===== src/rtl/trust_pkg.sv =====
// Shared definitions for the trust-state controller.
// Event bit positions, the state encoding and the measurement control strobes.
package trust_pkg;
    localparam int NUM_EVT        = 7;
    localparam int EV_PWR_ON      = 0;
    localparam int EV_LOADED      = 1;
    localparam int EV_RCFG_STATIC = 2;
    localparam int EV_RCFG_DYN    = 3;
    localparam int EV_PORT_OPEN   = 4;
    localparam int EV_SW_MEAS     = 5;
    localparam int EV_PWR_OFF     = 6;

    typedef enum logic [1:0] {
        TS_OFF    = 2'd0,
        TS_BOOT   = 2'd1,
        TS_OPER   = 2'd2,
        TS_LOCKED = 2'd3
    } trust_state_e;

    typedef struct packed {
        logic boot_set;
        logic static_ext;
        logic recon_set;
        logic sw_ext;
        logic clear_all;
    } meas_ctl_t;
endpackage


===== src/rtl/trust_mix.sv =====
// Combinational extend function: y = ((a rotl ROT) ^ d) + MIX_K.
// It stands in for a real hash. Assumes 0 < ROT < DW.
module trust_mix #(
    parameter int             DW    = 32,
    parameter int             ROT   = 5,
    parameter logic [DW-1:0]  MIX_K = 32'h9E3779B9
) (
    input  logic [DW-1:0] a,
    input  logic [DW-1:0] d,
    output logic [DW-1:0] y
);
    logic [DW-1:0] rot_a;

    // Rotate the old value left, then fold in the digest and the constant.
    always_comb begin
        rot_a = {a[DW-1-ROT:0], a[DW-1:DW-ROT]};
        y     = (rot_a ^ d) + MIX_K;
    end
endmodule


===== src/rtl/trust_fsm.sv =====
// Trust state machine. Decodes the one-hot event pulse against the current
// state and issues measurement strobes and an error flag.
// Assumes events are single-cycle pulses; a zero code means idle.
module trust_fsm
    import trust_pkg::*;
(
    input  logic               clk,
    input  logic               rst_n,
    input  logic [NUM_EVT-1:0] evt_code,
    input  logic               evt_certified,
    output trust_state_e       state_q,
    output meas_ctl_t          ctl,
    output logic               evt_err
);
    trust_state_e state_d;
    logic         single;

    // Exactly one event bit is set.
    always_comb single = (evt_code != '0) &&
                         ((evt_code & (evt_code - NUM_EVT'(1))) == '0);

    // Next state, strobes and error decode.
    always_comb begin
        state_d = state_q;
        ctl     = '0;
        evt_err = 1'b0;
        if ((evt_code != '0) && !single) begin
            evt_err = 1'b1;
        end else if (single) begin
            if (evt_code[EV_PWR_OFF]) begin
                state_d       = TS_OFF;
                ctl.clear_all = 1'b1;
            end else begin
                case (state_q)
                    TS_OFF: begin
                        if (evt_code[EV_PWR_ON]) state_d = TS_BOOT;
                        else                     evt_err = 1'b1;
                    end
                    TS_BOOT: begin
                        if (evt_code[EV_LOADED]) begin
                            state_d      = TS_OPER;
                            ctl.boot_set = 1'b1;
                        end else begin
                            evt_err = 1'b1;
                        end
                    end
                    TS_OPER: begin
                        if (evt_code[EV_RCFG_STATIC]) begin
                            if (evt_certified) ctl.static_ext = 1'b1;
                            else               state_d        = TS_LOCKED;
                        end else if (evt_code[EV_RCFG_DYN]) begin
                            ctl.recon_set = 1'b1;
                        end else if (evt_code[EV_PORT_OPEN]) begin
                            state_d = TS_LOCKED;
                        end else if (evt_code[EV_SW_MEAS]) begin
                            ctl.sw_ext = 1'b1;
                        end else begin
                            evt_err = 1'b1;
                        end
                    end
                    default: evt_err = 1'b1;
                endcase
            end
        end
    end

    // State register.
    always_ff @(posedge clk) begin
        if (!rst_n) state_q <= TS_OFF;
        else        state_q <= state_d;
    end
endmodule


===== src/rtl/trust_regs.sv =====
// Measurement storage: the accumulating static register, the overwritten
// reconfigurable register and the bank of platform registers. It acts only
// on strobes from the state machine. Assumes NPCR is a power of two, at least 2.
module trust_regs
    import trust_pkg::*;
#(
    parameter int             DW    = 32,
    parameter int             NPCR  = 4,
    parameter int             ROT   = 5,
    parameter logic [DW-1:0]  MIX_K = 32'h9E3779B9,
    localparam int            PSW   = $clog2(NPCR)
) (
    input  logic            clk,
    input  logic            rst_n,
    input  meas_ctl_t       ctl,
    input  logic [DW-1:0]   evt_digest,
    input  logic [PSW-1:0]  evt_pcr_sel,
    input  logic [PSW-1:0]  att_pcr_sel,
    output logic [DW-1:0]   static_q,
    output logic [DW-1:0]   recon_q,
    output logic [DW-1:0]   pcr_rd
);
    logic [DW-1:0] static_src;
    logic [DW-1:0] static_mix;
    logic [DW-1:0] pcr_q   [NPCR];
    logic [DW-1:0] pcr_mix [NPCR];

    // Boot starts the static chain from zero; later extends chain onward.
    always_comb static_src = ctl.boot_set ? '0 : static_q;

    trust_mix #(.DW(DW), .ROT(ROT), .MIX_K(MIX_K)) u_static_mix (
        .a (static_src),
        .d (evt_digest),
        .y (static_mix)
    );

    // Static-region register: cleared, seeded at boot, extended on certified change.
    always_ff @(posedge clk) begin
        if (!rst_n)                            static_q <= '0;
        else if (ctl.clear_all)                static_q <= '0;
        else if (ctl.boot_set || ctl.static_ext) static_q <= static_mix;
    end

    // Reconfigurable-region register: overwritten, never accumulated.
    always_ff @(posedge clk) begin
        if (!rst_n)                             recon_q <= '0;
        else if (ctl.clear_all)                 recon_q <= '0;
        else if (ctl.boot_set || ctl.recon_set) recon_q <= evt_digest;
    end

    for (genvar g = 0; g < NPCR; g++) begin : g_pcr
        trust_mix #(.DW(DW), .ROT(ROT), .MIX_K(MIX_K)) u_pcr_mix (
            .a (pcr_q[g]),
            .d (evt_digest),
            .y (pcr_mix[g])
        );

        // Platform register g: cleared on boot or region change, extended when selected.
        always_ff @(posedge clk) begin
            if (!rst_n)
                pcr_q[g] <= '0;
            else if (ctl.clear_all || ctl.boot_set || ctl.recon_set)
                pcr_q[g] <= '0;
            else if (ctl.sw_ext && (evt_pcr_sel == PSW'(g)))
                pcr_q[g] <= pcr_mix[g];
        end
    end

    // Read port for attestation.
    always_comb pcr_rd = pcr_q[att_pcr_sel];
endmodule


===== src/rtl/trust_state_ctrl.sv =====
// Top of the trust-state controller. Combines the state machine, the
// measurement storage, a saturating error counter and the attestation gate.
// Assumes events are pre-hashed digests with one-cycle pulses.
module trust_state_ctrl
    import trust_pkg::*;
#(
    parameter int             DW    = 32,
    parameter int             NPCR  = 4,
    parameter int             EW    = 8,
    parameter int             ROT   = 5,
    parameter logic [DW-1:0]  MIX_K = 32'h9E3779B9,
    localparam int            PSW   = $clog2(NPCR)
) (
    input  logic               clk,
    input  logic               rst_n,
    input  logic [NUM_EVT-1:0] evt_code,
    input  logic               evt_certified,
    input  logic [DW-1:0]      evt_digest,
    input  logic [PSW-1:0]     evt_pcr_sel,
    input  logic [PSW-1:0]     att_pcr_sel,
    output logic               tpm_en,
    output logic [1:0]         trust_state,
    output logic               att_valid,
    output logic [DW-1:0]      att_static,
    output logic [DW-1:0]      att_recon,
    output logic [DW-1:0]      att_pcr,
    output logic [EW-1:0]      err_count
);
    trust_state_e  state_q;
    meas_ctl_t     ctl;
    logic          evt_err;
    logic [DW-1:0] static_q;
    logic [DW-1:0] recon_q;
    logic [DW-1:0] pcr_rd;

    trust_fsm u_fsm (
        .clk           (clk),
        .rst_n         (rst_n),
        .evt_code      (evt_code),
        .evt_certified (evt_certified),
        .state_q       (state_q),
        .ctl           (ctl),
        .evt_err       (evt_err)
    );

    trust_regs #(.DW(DW), .NPCR(NPCR), .ROT(ROT), .MIX_K(MIX_K)) u_regs (
        .clk         (clk),
        .rst_n       (rst_n),
        .ctl         (ctl),
        .evt_digest  (evt_digest),
        .evt_pcr_sel (evt_pcr_sel),
        .att_pcr_sel (att_pcr_sel),
        .static_q    (static_q),
        .recon_q     (recon_q),
        .pcr_rd      (pcr_rd)
    );

    // Saturating count of inapplicable events.
    always_ff @(posedge clk) begin
        if (!rst_n)                       err_count <= '0;
        else if (evt_err && (err_count != '1)) err_count <= err_count + EW'(1);
    end

    // Trust flag and gated attestation outputs.
    always_comb begin
        tpm_en      = (state_q == TS_OPER);
        trust_state = state_q;
        att_valid   = tpm_en;
        att_static  = tpm_en ? static_q : '0;
        att_recon   = tpm_en ? recon_q  : '0;
        att_pcr     = tpm_en ? pcr_rd   : '0;
    end
endmodule


===== config.mk =====
export PLATFORM = sky130hd
export DESIGN_NAME = trust_state_ctrl
export DESIGN_NICKNAME = d
export VERILOG_FILES = /design/src/rtl/trust_pkg.sv /design/src/rtl/trust_mix.sv /design/src/rtl/trust_fsm.sv /design/src/rtl/trust_regs.sv /design/src/rtl/trust_state_ctrl.sv
export SDC_FILE = /design/constraint.sdc
export NUM_CORES = 1
export LEC_CHECK = 0
export BUFFER_PORTS_ARGS = -buffer_cell sky130_fd_sc_hd__buf_2
export CAP_MARGIN = 0
export CORE_ASPECT_RATIO = 0.8
export CORE_MARGIN = 4
export CORE_UTILIZATION = 30
export CTS_CLUSTER_DIAMETER = 200
export DETAILED_ROUTE_END_ITERATION = 8
export GPL_TIMING_DRIVEN = 0
export PLACE_DENSITY = 0.52
export SYNTH_ARGS = -nofsm -noshare
export SYNTH_HDL_FRONTEND = slang
export SYNTH_SLANG_ARGS = --single-unit

===== constraint.sdc =====
create_clock -name clk -period 5.7 [get_ports clk]
set_clock_uncertainty 0.2 [all_clocks]
set_input_delay 0.855 -clock clk [delete_from_list [all_inputs] [get_ports clk]]
set_output_delay 0.855 -clock clk [all_outputs]
set_load 0.01 [all_outputs]

# Word level (Yosys, flattened, before mapping)
# Memories as Yosys holds them, arrays and structs flattened.
# Index checks and enable logic that the tools add are counted.
[word_totals] mem_count=1 reg_bits=74 wordCells=122 ramBits=128
[op_classes] muxes=64 bitwise_logic=16 n_reduce_logical=19 n_addsub=7 n_eq_ne=11
[mem_list] name="u_regs.pcr_q" depth=4 width=32 rd=5 rd_clocked_by_memory_dff=0 write_ports=4 line="trust_regs.sv:25" source="logic [DW-1:0] pcr_q [NPCR];"
[ops] op="32-bit 2-to-1 mux" n=12
[ops] op="32-bit adder (second input constant)" n=5
[ops] op="32-bit bitwise XOR" n=5
[ops] op="1-bit 2-to-1 mux" n=38
[ops] op="2-bit 2-to-1 mux" n=8
[ops] op="4-bit inequality test (second input constant)" n=3
[ops] op="5-bit 2-to-1 mux" n=2
[ops] op="8-bit by 1-bit adder with 8-bit output (second input constant)" n=1
[ops] op="8-bit inequality test (second input constant)" n=1
[ops] op="1-bit bitwise OR" n=8
[ops] op="8-bit AND reduction" n=1
[ops] op="7-bit AND" n=1
[ops] op="1-bit logical AND" n=7
[ops] op="7-bit logical NOT" n=1
[ops] op="7-bit nonzero test" n=1
[ops] op="7-bit by 1-bit subtractor with 7-bit output (second input constant)" n=1
[ops] op="2-bit == test (second input constant)" n=3
[ops] op="3-bit inequality test (second input constant)" n=2
[ops] op="2-bit case mux with 3 select lines" n=1
[ops] op="2-bit by 1-bit == test with 1-bit output (second input constant)" n=2
[ops] op="2-bit logical NOT" n=2
[ops] op="1-bit logical OR" n=4
[ops] op="4-bit 2-to-1 mux" n=1
[ops] op="4-bit nonzero test" n=1
[ops] op="5 further kinds" n=6

# Depth between registers and ports, before layout
# Gate-level depths: netlist (run 1).
[logic_depth] ltp_word=15 mapped_depth=19

# Hierarchy
# From an unflattened synthesis (run 1), not the netlist that was laid out.
[unflattened] hier_cells=1763 area_unflattened_um2=16350.7
[modules_own_cells] mod="trust_regs" cells_per_inst=772 area_per_inst_um2=9008.6 n_inst=1 seq_area_each_um2=5124.9
[modules_own_cells] mod="trust_mix" cells_per_inst=157 area_per_inst_um2=1173.6 n_inst=5 seq_area_each_um2=0.0
[modules_own_cells] mod="trust_state_ctrl" cells_per_inst=149 area_per_inst_um2=1052.3 n_inst=1 seq_area_each_um2=160.2
[modules_own_cells] mod="trust_fsm" cells_per_inst=57 area_per_inst_um2=421.7 n_inst=1 seq_area_each_um2=40.0

# Worst setup path after synthesis (run 1)
# No wires, ideal clock.
[synth_timing] path_type="input to register" start="input port evt_code[0]" end="memory u_regs.pcr_q[0][0] (enable)" path_slack_ps=417 n_path_buf=1 setup_time_ps=466 required_time_ps=5034 arrival_ps=4617 path_stages=9 cell_sequence="or3_1 buf_6 nor2_1 mux2i_1 o21ai_0 nand2_1 nor3_1 nand2b_1 o21ai_0"
[synth_lines] element="start: declaration" line="trust_state_ctrl.sv:16" source="input logic [NUM_EVT-1:0] evt_code,"
[synth_lines] element="end: declaration" line="trust_regs.sv:25"

# Final worst setup path (run 1)
[layout_timing] start="register u_fsm.state_q[1]" end="register u_regs.static_q[20]"
[layout_between] elab_chain_len=8 elab_cells_between_ends=11
[layout_rtl] element="start: declaration" line="trust_fsm.sv:11" source="output trust_state_e state_q,"
[layout_rtl] element="start signal: assignment" line="trust_fsm.sv:70" source="else state_q <= state_d;"
[layout_rtl] element="2-bit by 1-bit == test with 1-bit output" line="trust_fsm.sv:34" source="case (state_q)"
[layout_rtl] element="1-bit 2-to-1 mux" line="trust_fsm.sv:34"
[layout_rtl] element="4-bit 2-to-1 mux (*)" line="trust_fsm.sv:30" source="if (evt_code[EV_PWR_OFF]) begin"
[layout_rtl] element="5-bit 2-to-1 mux (*)" line="trust_fsm.sv:29" source="end else if (single) begin"
[layout_rtl] element="5-bit 2-to-1 mux (*)" line="trust_fsm.sv:27" source="if ((evt_code != '0) && !single) begin"
[layout_rtl] element="32-bit 2-to-1 mux" line="trust_regs.sv:29" source="always_comb static_src = ctl.boot_set ? '0 : static_q;"
[layout_rtl] element="32-bit bitwise XOR" line="trust_mix.sv:17" source="y = (rot_a ^ d) + MIX_K;"
[layout_rtl] element="32-bit adder" line="trust_mix.sv:17"
[layout_rtl] element="end signal: assignment" line="trust_regs.sv:41" source="else if (ctl.boot_set || ctl.static_ext) static_q <= static_mix;"
[layout_rtl] element="end: declaration" line="trust_regs.sv:19" source="output logic [DW-1:0] static_q,"
# Mark *: on every way between the ends. The rest lies on a longest branch, timed or not.
# A chain may end at the register's enable or synchronous reset.

==> results of run 1 <==
==> metal layers <==
metal  part of all wire  up-vias
li1                   -     5655
met1               0.48     6016
met2               0.40      490
met3              0.096       62
met4              0.018        8
met5             0.0027        -
==> how the worst max path moves through the flow <==
| stage | startpoint | to | slack (ns) | cells past startpoint |
|---|---|---|---|---|
| after floorplan | evt_code[0] | u_regs.pcr_q[0][0] | 0.42 | 9 |
| after global placement | evt_code[0] | u_regs.pcr_q[0][16] | -1.74 | 10 |
| after detailed placement | evt_code[1] | u_regs.static_q[20] | -0.14 | 18 |
| after CTS | u_fsm.state_q[1] | u_regs.static_q[20] | 0.06 | 19 |
| after global routing | u_fsm.state_q[1] | u_regs.static_q[20] | 0.18 | 19 |
| final | u_fsm.state_q[1] | u_regs.static_q[20] | 0.42 | 19 |
==> layout make-up <==
| class | instances | area (um^2) | area share |
|---|---|---|---|
| Buffer | 97 | 398 | 0.0242 |
| Multi-Input combinational cell | 1230 | 8330 | 0.508 |
| Timing Repair Buffer | 130 | 739 | 0.0450 |
| Tap cell | 612 | 766 | 0.0466 |
| Sequential cell | 202 | 5330 | 0.324 |
| Clock inverter | 15 | 113 | 0.00686 |
| Inverter | 19 | 71.3 | 0.00434 |
| Clock buffer | 31 | 668 | 0.0407 |
==> worst max-delay path, delay by kind of cell (launching register included) <==
kind	cells	cell delay, ns
flops	1	0.39
simple gates	6	1.57
mux	1	0.11
xor+xnor	2	0.43
compound gates	3	0.44
fa+ha+maj	2	0.51
buf+inv	5	1.48
==> layout by cell type, fill, tap and decap left out, drive strengths merged, types with 6 or more instances in the layout <==
master / netlist / layout
nor2: 209 / 209
xnor2: 171 / 171
nand2: 156 / 156
buf: 22 / 150
xor2: 129 / 129
edfxtp: 128 / 128
and2: 114 / 114
clkbuf: 75 / 108
a21oi: 88 / 88
dfxtp: 74 / 74
o21ai: 45 / 45
mux4: 32 / 32
nor3: 32 / 32
nand3: 26 / 26
a31oi: 24 / 24
a211oi: 21 / 21
inv: 19 / 20
or3: 15 / 15
or2: 13 / 13
clkinv: 0 / 13
nand2b: 12 / 12
o21bai: 10 / 10
ha: 10 / 10
nor4bb: 9 / 9
nor2b: 8 / 8
o31ai: 8 / 8
nand4: 7 / 7
nor4: 7 / 7
and3: 6 / 6
a21boi: 6 / 6
==> cell families after synthesis <==
family / after synthesis / share of synthesized area
fa+ha+maj: 11 / 0.00960
xor+xnor: 300 / 0.187
mux: 36 / 0.0549
compound gates: 250 / 0.118
flops: 202 / 0.378
simple gates: 633 / 0.219
buf+inv: 116 / 0.0331
==> registers in the layout, indices dropped and copies added (netlist names) <==
signal           cells
err_count            8
u_regs.static_q     32
u_fsm.state_q        2
u_regs.pcr_q       128
u_regs.recon_q      32
==> power groups by stage <==
| stage | Sequential (mW) | Clock [mW] | Combinational [mW] |
|---|---|---|---|
| final | 1.63 | 1.59 | 0.661 |
| after global routing | 1.63 | 1.67 | 0.716 |
| after CTS | 1.63 | 1.61 | 0.653 |
| after detailed placement | 1.66 | 0 | 0.648 |
| after global placement | 1.66 | 0 | 0.633 |
| after floorplan | 1.64 | 0 | 0.470 |
==> stage by stage <==
| step | power (mW) | cell area [um^2] | setup TNS [ns] |
|---|---|---|---|
| 6_report | 3.88 | 16400 | 0 |
| 5_1_grt | 4.02 | 16400 | 0 |
| 4_1_cts | 3.89 | 16400 | 0 |
| 3_5_place_dp | 2.30 | 15600 | -0.267 |
| 3_3_place_gp | 2.30 | 15500 | -210.17 |
| 2_1_floorplan | 2.11 | 14100 | 0 |
==> repair_timing <==
item / 4_1_cts / 5_1_grt
endpoints found under the hold margin: 0 / 0
setup buffers: 0 / 0
setup endpoints to repair: 0 / 9
gates resized for setup: 0 / 3
==> run summary, run 1 <==
RUN STATUS
----------------------------------------------------------------------------------------
Result of the run                                                           finished, final reports clean

FLOORPLANNING
----------------------------------------------------------------------------------------
Cell Rows                                                                             70
I/O pin count                                                                        154
Floorplan core area                                                           46100 um^2
Effective utilization at floorplan                                                 0.306
Die outline width                                                                 250 um
Height of the die                                                                 202 um
Area of the die                                                               50500 um^2

DRT
----------------------------------------------------------------------------------------
Routed wire length                                                              52500 um
Average vias per placed instance                                                    5.24
Antenna-violating nets left                                                            0
Remaining routing DRC violations                                                       0
Via count                                                                          12231
Routed length per placed instance                                                22.5 um
DRC marker count from the first detailed-route iteration                            1025
Pre-Repair DR Iteration Count                                                          5

TIMING
----------------------------------------------------------------------------------------
Number of endpoints with negative hold slack in the final report                       0
Finish-stage setup viols                                                               0
Fmax                                                                             190 MHz
Minimum hold slack                                                              0.250 ns
Pins over their slew limit                                                             0
Final min period                                                                 5.28 ns
Worst slew margin relative to its limit                                            0.103
Unrepaired setup endpoints after global routing                                       no
Fin worst setup slack                                                           0.424 ns
Worst-Margin Slew                                                                1.31 ns
Portion of the clock cycle consumed by the worst path in the final layout          0.926

LOGIC SYNTHESIS
----------------------------------------------------------------------------------------
Leading register cell type out of synthesis                                 sky130_fd_sc_hd__edfxtp_1
Number of different library cells in the post-synthesis netlist                       81
Avg Synthesized Cell Area                                                      9.10 um^2
Commonest cells in the synthesized netlist                                  209 x sky130_fd_sc_hd__nor2_1, 171 x sky130_fd_sc_hd__xnor2_1, 156 x sky130_fd_sc_hd__nand2_1
Syn nets                                                                            1604
Fraction of synthesis flops using an asynchronous set or reset pin                     0
Cells taking the most area after synthesis                                  sky130_fd_sc_hd__edfxtp_1 27%, sky130_fd_sc_hd__xnor2_1 11%, sky130_fd_sc_hd__dfxtp_1 11%
Proportion of netlist area held by the largest area contributor                    0.273
Flops & latches, synth                                                               202
Sequential share of the synthesized area                                           0.378
Cell count after synthesis                                                          1548
Cell with the most instances after synthesis                                sky130_fd_sc_hd__nor2_1
Synth Warn #                                                                           0
Cell type with the largest total area after synthesis                       sky130_fd_sc_hd__edfxtp_1
Cell area after synthesis                                                     14100 um^2
Number of enable flip-flop cells after synthesis                                     128

FINISH
----------------------------------------------------------------------------------------
Relative area change from synthesis to final layout                                16.6%
Final Util                                                                         0.356
Proportion of layout cells with a drive suffix above 1                             0.147
Total inserted antenna cells                                                           0
Fill cell count                                                                     4774
Net count reported at finish                                                        1761
Final Instance Count excl. Fillers                                                  2336

GRT
----------------------------------------------------------------------------------------
Vias in the first global route                                                     11549
Maximum number of pins on one net before global-route repair                          20
Overall fraction of global-route tracks in use                                     0.200
Met1 Usage GRT                                                                     0.309
M3 GR Usage                                                                       0.0552
Global routing usage on met2                                                       0.278
First-pass GRT wire length                                                      76500 um
Antenna violations before repair                                                       4
Busiest grt layer                                                                   met1
GRT Residual Overflow                                                                  0

SETUP PATH
----------------------------------------------------------------------------------------
Crit Reg-Reg Endpoint                                                       u_regs.static_q[20]
Cell with the largest stage delay on the worst path                         sky130_fd_sc_hd__nor4b_1
R2r setup slk                                                                    0.42 ns
Worst Setup End Kind                                                           flip-flop
Element type at the critical path start                                        flip-flop
Crit-path max FO                                                                      10
Crit-path max cell delay                                                         0.59 ns
Arrival time worst endpoint                                                      5.50 ns
Cell Chain, Critical Path                                                   inv_1, ha_1, and3b_1, buf_2, nand3_2, clkbuf_1, clkbuf_2, clkbuf_2, nand2_1, xnor2_1, ha_1, nand2b_1, mux2i_4, nor4b_1, or2_1, a21o_1, a21oi_2, xnor2_1, a211oi_2
Start of the worst register-to-register path                                u_fsm.state_q[1]
Crit Path Category                                                               reg2reg
Required time worst endpoint                                                     5.93 ns
FF-to-FF path depth                                                                   19

POWER AND IR DROP
----------------------------------------------------------------------------------------
PD cells                                                                     236 nW/um^2
Net switching power figure                                                       1.16 mW
Internal power contribution                                                      2.72 mW
Sw frac                                                                            0.298
Portion of total power attributed to sequential cells                              0.420
Gate power share                                                                   0.171
Maximum VDD drop                                                                0.233 mV
Leakage power summed over all cells                                              5.97 nW
Clock Power Share                                                                  0.409

PLACE
----------------------------------------------------------------------------------------
Worst setup slack before clock tree synthesis                                  -0.144 ns
Port-buffer cells                                                                    125
Post-detail-place hpwl                                                          40600 um
Placer congestion estimate                                                         0.904
Placed instance count                                                               2289

CLOCK TREE
----------------------------------------------------------------------------------------
H-tree Lvls                                                                            1
CTS tree                                                                           built
Root buffer cell                                                            sky130_fd_sc_hd__clkbuf_16
Sinks on Clock Net                                                                   202
CTS hold repair buffers                                                                0
Reg clk slew, reported paths                                                     0.06 ns
Cts bufs inserted                                                                     25
Clock latency reported for the late side of the worst-skew pair                  0.57 ns
Worst-case clock buffer depth                                                          3

WORST HOLD PATH
----------------------------------------------------------------------------------------
Destination of the worst hold path                                          u_regs.recon_q[2]
Hold-critical path depth                                                               2
Hold crit path type                                                              reg2reg
Hold Path Origin                                                            u_regs.recon_q[2]

RUN
----------------------------------------------------------------------------------------
Max-cap viol count                                                                     0

(Power assumes the default switching activity.)
==> run 2, diff against run 1 <==
Settings changed: SYNTH_HIERARCHICAL set to 1.
==> run summary, run 2 <==
FINISH
----------------------------------------------------------------------------------------
Register name with the most flops                                           u_regs/pcr_q
Fill cell count                                                                     5501   +15%
Final Util                                                                         0.350   -0.00640
Commonest non-fill, non-tap cells in the layout                             162 x sky130_fd_sc_hd__buf_2, 161 x sky130_fd_sc_hd__xnor2_1, 141 x sky130_fd_sc_hd__nand2_1, 136 x sky130_fd_sc_hd__xor2_1, 128 x sky130_fd_sc_hd__edfxtp_1
Proportion of layout cells with a drive suffix above 1                             0.218   +0.0711
Relative area change from synthesis to final layout                                15.4%
Net count reported at finish                                                        2001   +14%
Most frequent standard cell in the layout excluding fill and tap cells      sky130_fd_sc_hd__buf_2
Biggest regs                                                                u_regs/pcr_q (128), u_regs/recon_q (32), u_regs/static_q (32)
Max reg flops                                                                        128   unchanged

CLOCK TREE
----------------------------------------------------------------------------------------
Worst-case clock buffer depth                                                          3   unchanged
CTS tree                                                                           built
Number of buffers added for setup after CTS                                            0   unchanged
Sinks on Clock Net                                                                   202   unchanged
Reg clk slew, reported paths                                                     0.05 ns   about the same
H-tree Lvls                                                                            1   unchanged
CTS hold repair buffers                                                                0   unchanged
Clock latency reported for the late side of the worst-skew pair                  0.56 ns   about the same
Cts bufs inserted                                                                     26   +4.0%
Resized Gates After CTS                                                                0   unchanged
Root buffer cell                                                            sky130_fd_sc_hd__clkbuf_16

DRT
----------------------------------------------------------------------------------------
Remaining routing DRC violations                                                       0   unchanged
Via count                                                                          14753   +21%
Routed wire length                                                              63700 um   +21%
Antenna-violating nets left                                                            0   unchanged
Routed length per placed instance                                                23.9 um   +6.2%
DRC marker count from the first detailed-route iteration                            1580   +54%
Average vias per placed instance                                                    5.53   +5.6%
Pre-Repair DR Iteration Count                                                          6   +1

LOGIC SYNTHESIS
----------------------------------------------------------------------------------------
Leading register cell type out of synthesis                                 sky130_fd_sc_hd__edfxtp_1
Flops & latches, synth                                                               202   unchanged
Sequential share of the synthesized area                                           0.326   -0.0525
Proportion of netlist area held by the largest area contributor                    0.235   -0.0379
Cells taking the most area after synthesis                                  sky130_fd_sc_hd__edfxtp_1 24%, sky130_fd_sc_hd__dfxtp_1 9.1%, sky130_fd_sc_hd__xnor2_1 8.6%
Cell with the most instances after synthesis                                sky130_fd_sc_hd__xnor2_1
Cell type with the largest total area after synthesis                       sky130_fd_sc_hd__edfxtp_1
Cell count after synthesis                                                          1763   +14%
Syn nets                                                                            1819   +13%
Cell area after synthesis                                                     16400 um^2   +16%
Number of enable flip-flop cells after synthesis                                     128   unchanged
Commonest cells in the synthesized netlist                                  161 x sky130_fd_sc_hd__xnor2_1, 142 x sky130_fd_sc_hd__nand2_1, 136 x sky130_fd_sc_hd__xor2_1
Fraction of synthesis flops using an asynchronous set or reset pin                     0   unchanged
Number of different library cells in the post-synthesis netlist                       74   -8.6%
Avg Synthesized Cell Area                                                      9.27 um^2   +2.0%
Synth Warn #                                                                           6   +6

TIMING
----------------------------------------------------------------------------------------
Unrepaired setup endpoints after global routing                                       no
Pins over their slew limit                                                             0   unchanged
Finish-stage setup viols                                                               0   unchanged
Portion of the clock cycle consumed by the worst path in the final layout          0.863   -0.0622
Fmax                                                                             203 MHz   +7.2%
Worst-Margin Slew                                                                1.14 ns   -0.167 ns
Worst slew margin relative to its limit                                            0.235   +0.132
Final min period                                                                 4.92 ns   -0.355 ns
Final sum of negative setup slack                                                   0 ns   unchanged
Number of endpoints with negative hold slack in the final report                       0   unchanged
Fin worst setup slack                                                           0.778 ns   +0.355 ns

FLOORPLANNING
----------------------------------------------------------------------------------------
Floorplan core area                                                           53900 um^2   +17%
Die outline width                                                                 269 um   +7.5%
Cell Rows                                                                             76   +8.6%
Effective utilization at floorplan                                                 0.303   -0.00239
I/O pin count                                                                        154   unchanged
Area of the die                                                               58300 um^2   +16%
Height of the die                                                                 217 um   +7.5%

GRT
----------------------------------------------------------------------------------------
GRT Residual Overflow                                                                  0   unchanged
Vias in the first global route                                                     14197   +23%
Overall fraction of global-route tracks in use                                     0.212   +0.0123
Antenna violations before repair                                                       2   -2
Maximum number of pins on one net before global-route repair                          33   +65%
First-pass GRT wire length                                                      93100 um   +22%

SETUP PATH
----------------------------------------------------------------------------------------
Critical path origin                                                         evt_code[2]
Crit Path Category                                                                in2reg
Arrival time worst endpoint                                                      5.20 ns   -0.30 ns
Worst Setup End Kind                                                           flip-flop
Start of the worst register-to-register path                                u_fsm/state_q[0]
Required time worst endpoint                                                     5.98 ns   +0.05 ns
Crit-path max FO                                                                      10   unchanged
Element type at the critical path start                                     primary input

WORST HOLD PATH
----------------------------------------------------------------------------------------
Hold crit path type                                                              reg2reg
Hold Path Origin                                                            err_count[1]

POWER AND IR DROP
----------------------------------------------------------------------------------------
Leakage power summed over all cells                                              6.81 nW   +14%
Maximum VDD drop                                                                0.200 mV   -15%
PD cells                                                                     217 nW/um^2   -8.0%

RUN
----------------------------------------------------------------------------------------
Max-cap viol count                                                                     0   unchanged

RUN STATUS
----------------------------------------------------------------------------------------
Result of the run                                                           finished, final reports clean

PLACE
----------------------------------------------------------------------------------------
Port-buffer cells                                                                    151   +21%
Post-detail-place hpwl                                                          49400 um   +22%
Worst setup slack before clock tree synthesis                                   0.300 ns   +0.444 ns
Placer congestion estimate                                                         0.939   +3.9%

## run 2: cell types whose count changed after synthesis, sizes merged, moves of 35 or more
| cell | change |
|---|---|
| o21ai | +57 |
| nor2 | -126 |
| or3b | +63 |
| and4 | +35 |
| nor3 | +69 |
| a21oi | +36 |
| nor4 | +38 |
## run 2: routing by layer
layer / track usage / wire length, um
met5: 0 / 0
met4: 0.0550 / 1820
met3: 0.0324 / 5340
met2: 0.316 / 27100
met1: 0.320 / 29500
## run 2: power breakdown
group / internal (mW) / leakage (nW) / switching (mW) / total [mW]
logic: 0.305 / 4.50 / 0.565 / 0.870
clock network: 0.900 / 0.390 / 0.684 / 1.58
registers: 1.59 / 1.92 / 0.0536 / 1.64
total: 2.79 / 6.81 / 1.30 / 4.10
## run 2: path summary, 6_finish.rpt
path	cells after the start	slack [ns]	end
setup reg to reg	14	1.30	u_regs/static_q[26]
hold reg to reg	2	0.32	err_count[1]
hold / removal	2	0.32	err_count[1]
setup / recovery	17	0.78	u_regs/static_q[26]
## run 2: per-stage QoR
stage	power, mW	hold WS, ns	instances	instance area, um^2
after global placement	2.51	0.284	2616	18000
after global routing	4.25	0.340	2667	18900
after floorplan	2.24	0.306	1763	16400
after CTS	4.11	0.316	2667	18900
after detailed placement	2.52	0.308	2619	18100
final	4.10	0.320	2668	18900
## run 2: layout make-up
cell class / instances / area, um^2 / area share
clock buffer: 37 / 743 / 0.0394
timing repair buffer: 154 / 811 / 0.0430
inverter: 46 / 173 / 0.00915
clock inverter: 11 / 47.5 / 0.00252
multi-input combinational: 1415 / 10400 / 0.554
buffer: 100 / 442 / 0.0234
antenna: 1 / 2.50 / 0.000133
tap: 702 / 878 / 0.0466
sequential: 202 / 5330 / 0.282
## run 2: logic make-up after synthesis
kind of cell             share of synthesized area
AO/OA/AOI/OAI                                0.133
multiplexers                                0.0453
flip-flops                                   0.326
AND/OR/NAND/NOR                              0.268
adder cells (fa/ha/maj)                    0.00765
XOR/XNOR                                     0.182
buffers and inverters                       0.0376
## run 2: worst max-delay path, cell delays in order
cell and delay [ns]:
sky130_fd_sc_hd__buf_2 0.14, sky130_fd_sc_hd__nor4_1 0.36, sky130_fd_sc_hd__o2111ai_1 0.17, sky130_fd_sc_hd__a21oi_2 0.23, sky130_fd_sc_hd__and3_2 0.22, sky130_fd_sc_hd__buf_6 0.14, sky130_fd_sc_hd__clkbuf_1 0.44, sky130_fd_sc_hd__clkbuf_1 0.43
sky130_fd_sc_hd__nor2b_1 0.12, sky130_fd_sc_hd__xnor2_1 0.45, sky130_fd_sc_hd__and3_1 0.34, sky130_fd_sc_hd__a31oi_2 0.21, sky130_fd_sc_hd__o21ai_2 0.34, sky130_fd_sc_hd__nor2_1 0.09, sky130_fd_sc_hd__a311oi_1 0.33, sky130_fd_sc_hd__o21ai_0 0.17
sky130_fd_sc_hd__a21oi_1 0.16
